[src/rtl/hc_cmd_pkg.sv]
package hc_cmd_pkg;

  typedef enum logic [1:0] {
    FLS_1024 = 2'b00,
    FLS_512  = 2'b01,
    FLS_256  = 2'b10,
    FLS_RSVD = 2'b11
  } fls_e;

  localparam logic [1:0] ADDR_CMD = 2'd0;
  localparam logic [1:0] ADDR_STS = 2'd1;
  localparam logic [1:0] ADDR_IEN = 2'd2;

  localparam int CMD_LRST_BIT = 7;
  localparam int CMD_DB_BIT   = 6;
  localparam int CMD_ASE_BIT  = 5;
  localparam int CMD_PSE_BIT  = 4;
  localparam int CMD_FLS_LSB  = 2;
  localparam int STS_AA_BIT   = 0;
  localparam int IEN_AA_BIT   = 0;

endpackage

[src/rtl/hc_light_reset.sv]
module hc_light_reset #(
  parameter int CYCLES = 8
) (
  input  logic clk,
  input  logic rst_n,
  input  logic start,
  output logic busy
);
  localparam int CW = $clog2(CYCLES + 1);

  logic [CW-1:0] cnt_q;

  always_ff @(posedge clk) begin
    if (!rst_n) begin
      cnt_q <= '0;
    end else if (cnt_q != '0) begin
      cnt_q <= cnt_q - 1'b1;
    end else if (start) begin
      cnt_q <= CW'(CYCLES);
    end
  end

  assign busy = (cnt_q != '0);

  AST_LR_BOUND: assert property (@(posedge clk) disable iff (!rst_n)
    cnt_q <= CW'(CYCLES));
  AST_LR_STEP: assert property (@(posedge clk) disable iff (!rst_n)
    $past(cnt_q) != '0 |-> cnt_q == $past(cnt_q) - 1'b1);

endmodule

[src/rtl/hc_doorbell.sv]
module hc_doorbell (
  input  logic clk,
  input  logic rst_n,
  input  logic ring_req,
  input  logic async_en,
  input  logic quiesce,
  input  logic evict_done,
  input  logic sts_w1c,
  input  logic ien,
  input  logic thresh_tick,
  output logic db,
  output logic flag,
  output logic irq,
  output logic db_err
);
  logic db_q, flag_q, irq_q, err_q, clr_pend_q;
  logic set_evt;

  assign set_evt = db_q && evict_done && !quiesce && !clr_pend_q;

  always_ff @(posedge clk) begin
    if (!rst_n) begin
      db_q       <= 1'b0;
      flag_q     <= 1'b0;
      irq_q      <= 1'b0;
      err_q      <= 1'b0;
      clr_pend_q <= 1'b0;
    end else begin
      err_q      <= ring_req && !async_en && !quiesce;
      clr_pend_q <= set_evt;

      if (quiesce)                     db_q <= 1'b0;
      else if (clr_pend_q)             db_q <= 1'b0;
      else if (ring_req && async_en)   db_q <= 1'b1;

      if (set_evt)      flag_q <= 1'b1;
      else if (sts_w1c) flag_q <= 1'b0;

      if (!(flag_q && ien)) irq_q <= 1'b0;
      else if (thresh_tick) irq_q <= 1'b1;
    end
  end

  assign db     = db_q;
  assign flag   = flag_q;
  assign irq    = irq_q;
  assign db_err = err_q;

  AST_FLAG_CAUSE: assert property (@(posedge clk) disable iff (!rst_n)
    $rose(flag_q) |-> $past(db_q && evict_done));
  AST_DB_CLR_AFTER_FLAG: assert property (@(posedge clk) disable iff (!rst_n)
    $fell(db_q) |-> ($past(flag_q) || $past(quiesce)));
  AST_IRQ_ON_TICK: assert property (@(posedge clk) disable iff (!rst_n)
    $rose(irq_q) |-> $past(thresh_tick));
  AST_IRQ_NEEDS_FLAG: assert property (@(posedge clk) disable iff (!rst_n)
    irq_q |-> $past(flag_q && ien));
  AST_ERR_CAUSE: assert property (@(posedge clk) disable iff (!rst_n)
    err_q |-> $past(ring_req && !async_en));
  AST_DB_SET_CAUSE: assert property (@(posedge clk) disable iff (!rst_n)
    $rose(db_q) |-> $past(ring_req && async_en));

endmodule

[src/rtl/hc_frame_mask.sv]
module hc_frame_mask #(
  parameter int FIDX_W  = 14,
  parameter int IDX_W   = 10,
  parameter int IDX_LSB = 2
) (
  input  logic [FIDX_W-1:0] frame_index,
  input  logic [1:0]        fls,
  output logic [IDX_W-1:0]  list_index
);
  import hc_cmd_pkg::*;

  localparam int WW = $clog2(IDX_W + 1);

  logic [WW-1:0] keep_w;

  always_comb begin
    unique case (fls_e'(fls))
      FLS_512: keep_w = WW'(IDX_W - 1);
      FLS_256: keep_w = WW'(IDX_W - 2);
      default: keep_w = WW'(IDX_W);
    endcase
  end

  for (genvar g = 0; g < IDX_W; g++) begin : g_bit
    assign list_index[g] = frame_index[IDX_LSB + g] && (WW'(g) < keep_w);
  end

endmodule

[src/rtl/hc_cmd_reg.sv]
module hc_cmd_reg #(
  parameter int FIDX_W    = 14,
  parameter int IDX_W     = 10,
  parameter int IDX_LSB   = 2,
  parameter int LR_CYCLES = 8
) (
  input  logic              clk,
  input  logic              rst_n,
  input  logic              reg_wr_en,
  input  logic [1:0]        reg_addr,
  input  logic [31:0]       reg_wr_data,
  input  logic [1:0]        reg_rd_addr,
  output logic [31:0]       reg_rd_data,
  input  logic              prog_fls_cap,
  input  logic              evict_done,
  input  logic              thresh_tick,
  input  logic [FIDX_W-1:0] frame_index,
  output logic              async_sched_en,
  output logic              periodic_sched_en,
  output logic [IDX_W-1:0]  list_index,
  output logic              light_reset_busy,
  output logic              irq,
  output logic              db_err
);
  import hc_cmd_pkg::*;

  logic       ase_q, pse_q, ien_q;
  logic [1:0] fls_q;
  logic       lr_busy, lr_start, quiesce;
  logic       wr_cmd, wr_cmd_ok, wr_sts, wr_ien;
  logic       ring_req, db, flag;

  assign wr_cmd    = reg_wr_en && (reg_addr == ADDR_CMD);
  assign wr_sts    = reg_wr_en && (reg_addr == ADDR_STS);
  assign wr_ien    = reg_wr_en && (reg_addr == ADDR_IEN);
  assign wr_cmd_ok = wr_cmd && !lr_busy;
  assign lr_start  = wr_cmd_ok && reg_wr_data[CMD_LRST_BIT];
  assign quiesce   = lr_start || lr_busy;
  assign ring_req  = wr_cmd_ok && reg_wr_data[CMD_DB_BIT];

  always_ff @(posedge clk) begin
    if (!rst_n) begin
      ase_q <= 1'b0;
      pse_q <= 1'b0;
      fls_q <= FLS_1024;
      ien_q <= 1'b0;
    end else begin
      if (quiesce) begin
        ase_q <= 1'b0;
        pse_q <= 1'b0;
      end else if (wr_cmd_ok) begin
        ase_q <= reg_wr_data[CMD_ASE_BIT];
        pse_q <= reg_wr_data[CMD_PSE_BIT];
      end
      if (wr_cmd_ok && prog_fls_cap)
        fls_q <= reg_wr_data[CMD_FLS_LSB +: 2];
      if (wr_ien)
        ien_q <= reg_wr_data[IEN_AA_BIT];
    end
  end

  hc_light_reset #(.CYCLES(LR_CYCLES)) u_lrst (
    .clk   (clk),
    .rst_n (rst_n),
    .start (lr_start),
    .busy  (lr_busy)
  );

  hc_doorbell u_db (
    .clk         (clk),
    .rst_n       (rst_n),
    .ring_req    (ring_req),
    .async_en    (ase_q),
    .quiesce     (quiesce),
    .evict_done  (evict_done),
    .sts_w1c     (wr_sts && reg_wr_data[STS_AA_BIT]),
    .ien         (ien_q),
    .thresh_tick (thresh_tick),
    .db          (db),
    .flag        (flag),
    .irq         (irq),
    .db_err      (db_err)
  );

  hc_frame_mask #(.FIDX_W(FIDX_W), .IDX_W(IDX_W), .IDX_LSB(IDX_LSB)) u_mask (
    .frame_index (frame_index),
    .fls         (fls_q),
    .list_index  (list_index)
  );

  always_comb begin
    reg_rd_data = '0;
    unique case (reg_rd_addr)
      ADDR_CMD: begin
        reg_rd_data[CMD_LRST_BIT]       = lr_busy;
        reg_rd_data[CMD_DB_BIT]         = db;
        reg_rd_data[CMD_ASE_BIT]        = ase_q;
        reg_rd_data[CMD_PSE_BIT]        = pse_q;
        reg_rd_data[CMD_FLS_LSB +: 2]   = fls_q;
      end
      ADDR_STS: reg_rd_data[STS_AA_BIT] = flag;
      ADDR_IEN: reg_rd_data[IEN_AA_BIT] = ien_q;
      default:  reg_rd_data = '0;
    endcase
  end

  assign async_sched_en    = ase_q;
  assign periodic_sched_en = pse_q;
  assign light_reset_busy  = lr_busy;

  AST_FLS_LOCKED: assert property (@(posedge clk) disable iff (!rst_n)
    $past(!prog_fls_cap) |-> $stable(fls_q));
  AST_LR_QUIET: assert property (@(posedge clk) disable iff (!rst_n)
    lr_busy |-> (!ase_q && !pse_q && !db));
  AST_LR_KEEP_FLS: assert property (@(posedge clk) disable iff (!rst_n)
    $past(lr_busy) |-> $stable(fls_q));

endmodule

[config.mk]
export PLATFORM = sky130hd
export DESIGN_NAME = hc_cmd_reg
export DESIGN_NICKNAME = d
export VERILOG_FILES = /design/src/rtl/hc_cmd_pkg.sv /design/src/rtl/hc_light_reset.sv /design/src/rtl/hc_doorbell.sv /design/src/rtl/hc_frame_mask.sv /design/src/rtl/hc_cmd_reg.sv
export SDC_FILE = /design/constraint.sdc
export NUM_CORES = 1
export LEC_CHECK = 0
export CORE_MARGIN = 4
export CORE_UTILIZATION = 61
export CTS_CLUSTER_SIZE = 24
export DETAILED_ROUTE_END_ITERATION = 12
export DONT_BUFFER_PORTS = 1
export HOLD_SLACK_MARGIN = 0.1
export PLACE_DENSITY = 0.75
export SYNTH_ARGS = -nofsm -noshare
export SYNTH_HDL_FRONTEND = slang
export SYNTH_SLANG_ARGS = --single-unit
[constraint.sdc]
create_clock -name clk -period 1.8 [get_ports clk]
set_input_delay 0.36 -clock clk [delete_from_list [all_inputs] [get_ports clk]]
set_output_delay 0.36 -clock clk [all_outputs]
set_load 0.02 [all_outputs]
==> flow_summary.json <==
{
  "status": "completed",
  "ys.flop_type": "dfxtp_1",
  "synth_largest_area_cell": "dfxtp_1",
  "power_leakage_uw": 0.000399,
  "std_cell_rows": 14,
  "synth_cell_types": 27,
  "finalCriticalPeriod_ns": 1.69,
  "cts_tree": "done",
  "ys_ff_latch": 14,
  "antenna_left": 0,
  "grt_max_degree": 9,
  "drc_errors": 0,
  "drive_gt1_frac": 0.132,
  "initial_utilization": 0.642,
  "finalClockSkew_ns": 0.00646,
  "wl_per_cell_um": 13.5,
  "clock_path_buffers": 2,
  "max_freq_mhz": 593,
  "crit_required_ns": 1.44,
  "clk_pin_slew_ns": 0.09,
  "cts_buffers": 3,
  "synth_edf_count": 0,
  "hpwl_um": 1350,
  "grt_overflow": 0,
  "antenna_found_initial": 0,
  "drv_slew": 0,
  "arrival_ns": 1.33,
  "hold_violations": 0,
  "netlist_instances": 109,
  "drt_iter0_markers": 2,
  "crit_path_max_fanout": 5,
  "die_x_um": 47.8,
  "relSlewSlack": 0.634,
  "postCtsHoldBufs": 0,
  "grtUsageMet2": 0.201,
  "async_flop_share": 0,
  "finalCritPeriodShare": 0.937,
  "fin_setup_tns_ns": 0,
  "grt_pass1_vias": 556,
  "grt_pass1_wl_um": 2280,
  "synthTopCellsByArea": "dfxtp_1, buf_4, ha_1",
  "ios": 103,
  "final_nets": 167,
  "die_area_um2": 2290,
  "cts_sinks": 14,
  "htreeDepth": 1,
  "hold_class": "input pin to flop",
  "crit_path_end_kind": "output pin",
  "cp-start-kind": "flop",
  "power_density_nw_per_um2": 758,
  "cpMaxStageDelayCell": "dfxtp_1",
  "diodes": 0,
  "met1_usage": 0.183,
  "wirelength_um": 1640,
  "vias_per_cell": 5.39,
  "yosys_warnings": 0,
  "ir_drop_mv": 0.371,
  "syn-cell-area_um2": 967,
  "maxCapViolations": 0,
  "gp_congestion": 0.653,
  "clock_latency_ns": 0.28,
  "portBuffers": 0,
  "areaGrowthSynthToFinish_pct": -8.67,
  "grt.busiest_layer": "met2",
  "die_h_um": 47.8,
  "dpl-instance-area_um2": 837,
  "rsz0062_at_grt": "false",
  "grt.total_usage": 0.144,
  "cp_cell_sequence": "nor4_4, inv_2, and2_4",
  "worstSetupPathType": "flop to output pin",
  "slowest_delay_ns": 0.36,
  "setup_violations": 0,
  "cts_root_buffer": "clkbuf_4",
  "synth.yosys.seq_area_share": 0.290,
  "vias": 658,
  "synth_most_common_cell": "buf_4",
  "synth_common_cells": "buf_4, dfxtp_1, and2_1, nand2_1, a21oi_1",
  "syn_area_per_cell_um2": 8.87,
  "synth_top_area_frac": 0.290,
  "worst_slew_pin_slew_ns": 0.546,
  "coreArea_um2": 1510,
  "post-route-cell-area_um2": 883,
  "first_pass_iters": 3,
  "grtUsageMet3": 0.0639
}
==> registers in the layout, indices dropped and copies added, names as in the netlist <==
signal	cells
periodic_sched_en	1
u_db.db	1
u_db.flag	1
u_db.irq	1
ien_q	1
fls_q	2
u_db.db_err	1
u_lrst.cnt_q	4
u_db.clr_pend_q	1
async_sched_en	1
==> final timing paths <==
path | to | slack, ns | from | cells after the start
worst max-delay path | reg_rd_data[7] | 0.11 | u_lrst.cnt_q[3] | 3
worst max register to register | u_db.flag | 0.31 | u_lrst.cnt_q[3] | 4
worst min register to register | fls_q[1] | 0.48 | fls_q[1] | 2
worst min-delay path | fls_q[1] | 0.21 | reg_wr_data[3] | 2
==> placed cells by master, fill, tap and decap left out, drive strengths merged <==
cell    instances
a211o           1
a21oi           5
a22oi           1
a41oi           1
and2            7
buf             2
clkbuf          4
conb           25
dfxtp          14
ha              4
inv             5
mux2i           3
nand2           6
nand2b          1
nand3           4
nand3b          2
nand4b          3
nor2            3
nor2b           2
nor3            4
nor3b           1
nor4            1
o2111a          1
o21ai           4
o31ai           1
or3b            1
==> report_power, final <==
part	internal (µW)	total [µW]	switching, µW
Combinational	29.8	118	88.0
Sequential	316	326	9.89
Clock	123	226	103
==> logic make-up after synthesis <==
group	count (synthesis)	synth area share
buffers and inverters	38	0.276
and+or+nand+nor	35	0.233
adders and majority gates	4	0.0517
muxes	3	0.0310
DFF	14	0.290
other	1	0.00388
AOI/OAI and AO/OA	14	0.115
==> per-layer routing <==
layer / part of all wire / vias up
met2: 0.46 / 47
met1: 0.38 / 300
met4: 0.012 / 0
li1: - / 307
met3: 0.15 / 4
met5: 0 / -
==> worst max-delay path, delay by kind of cell (launching register included) <==
kind,cells,cell delay [ns]
AND/OR/NAND/NOR,2,0.53
flip-flops,1,0.36
buffers and inverters,1,0.15
==> metrics by stage <==
stage	util	instances	setup slack [ns]	total power (µW)	hold slack [ns]
after floorplan	-	133	0.261	499	0.446
after global placement	0.556	117	0.337	444	0.458
after detailed placement	0.556	117	0.328	446	0.469
after CTS	0.580	121	0.0563	670	0.207
after global routing	0.586	122	0.0372	701	0.222
final	0.586	122	0.113	670	0.208
==> area by class of cell <==
cell class	count	area (µm²)
Clock buffer	4	36.3
Fill cell	156	623
Inverter	5	18.8
Multi-Input combinational cell	81	513
Sequential cell	14	280
Tap cell	16	20.0
Timing Repair Buffer	2	15.0
==> repair_timing <==
| action | in CTS | in global routing |
|---|---|---|
| setup endpoints to repair | 0 | 1 |
| resized for setup | 0 | 2 |
| setup buffers | 0 | 1 |
Note: power is estimated with default switching activity, not from simulation.
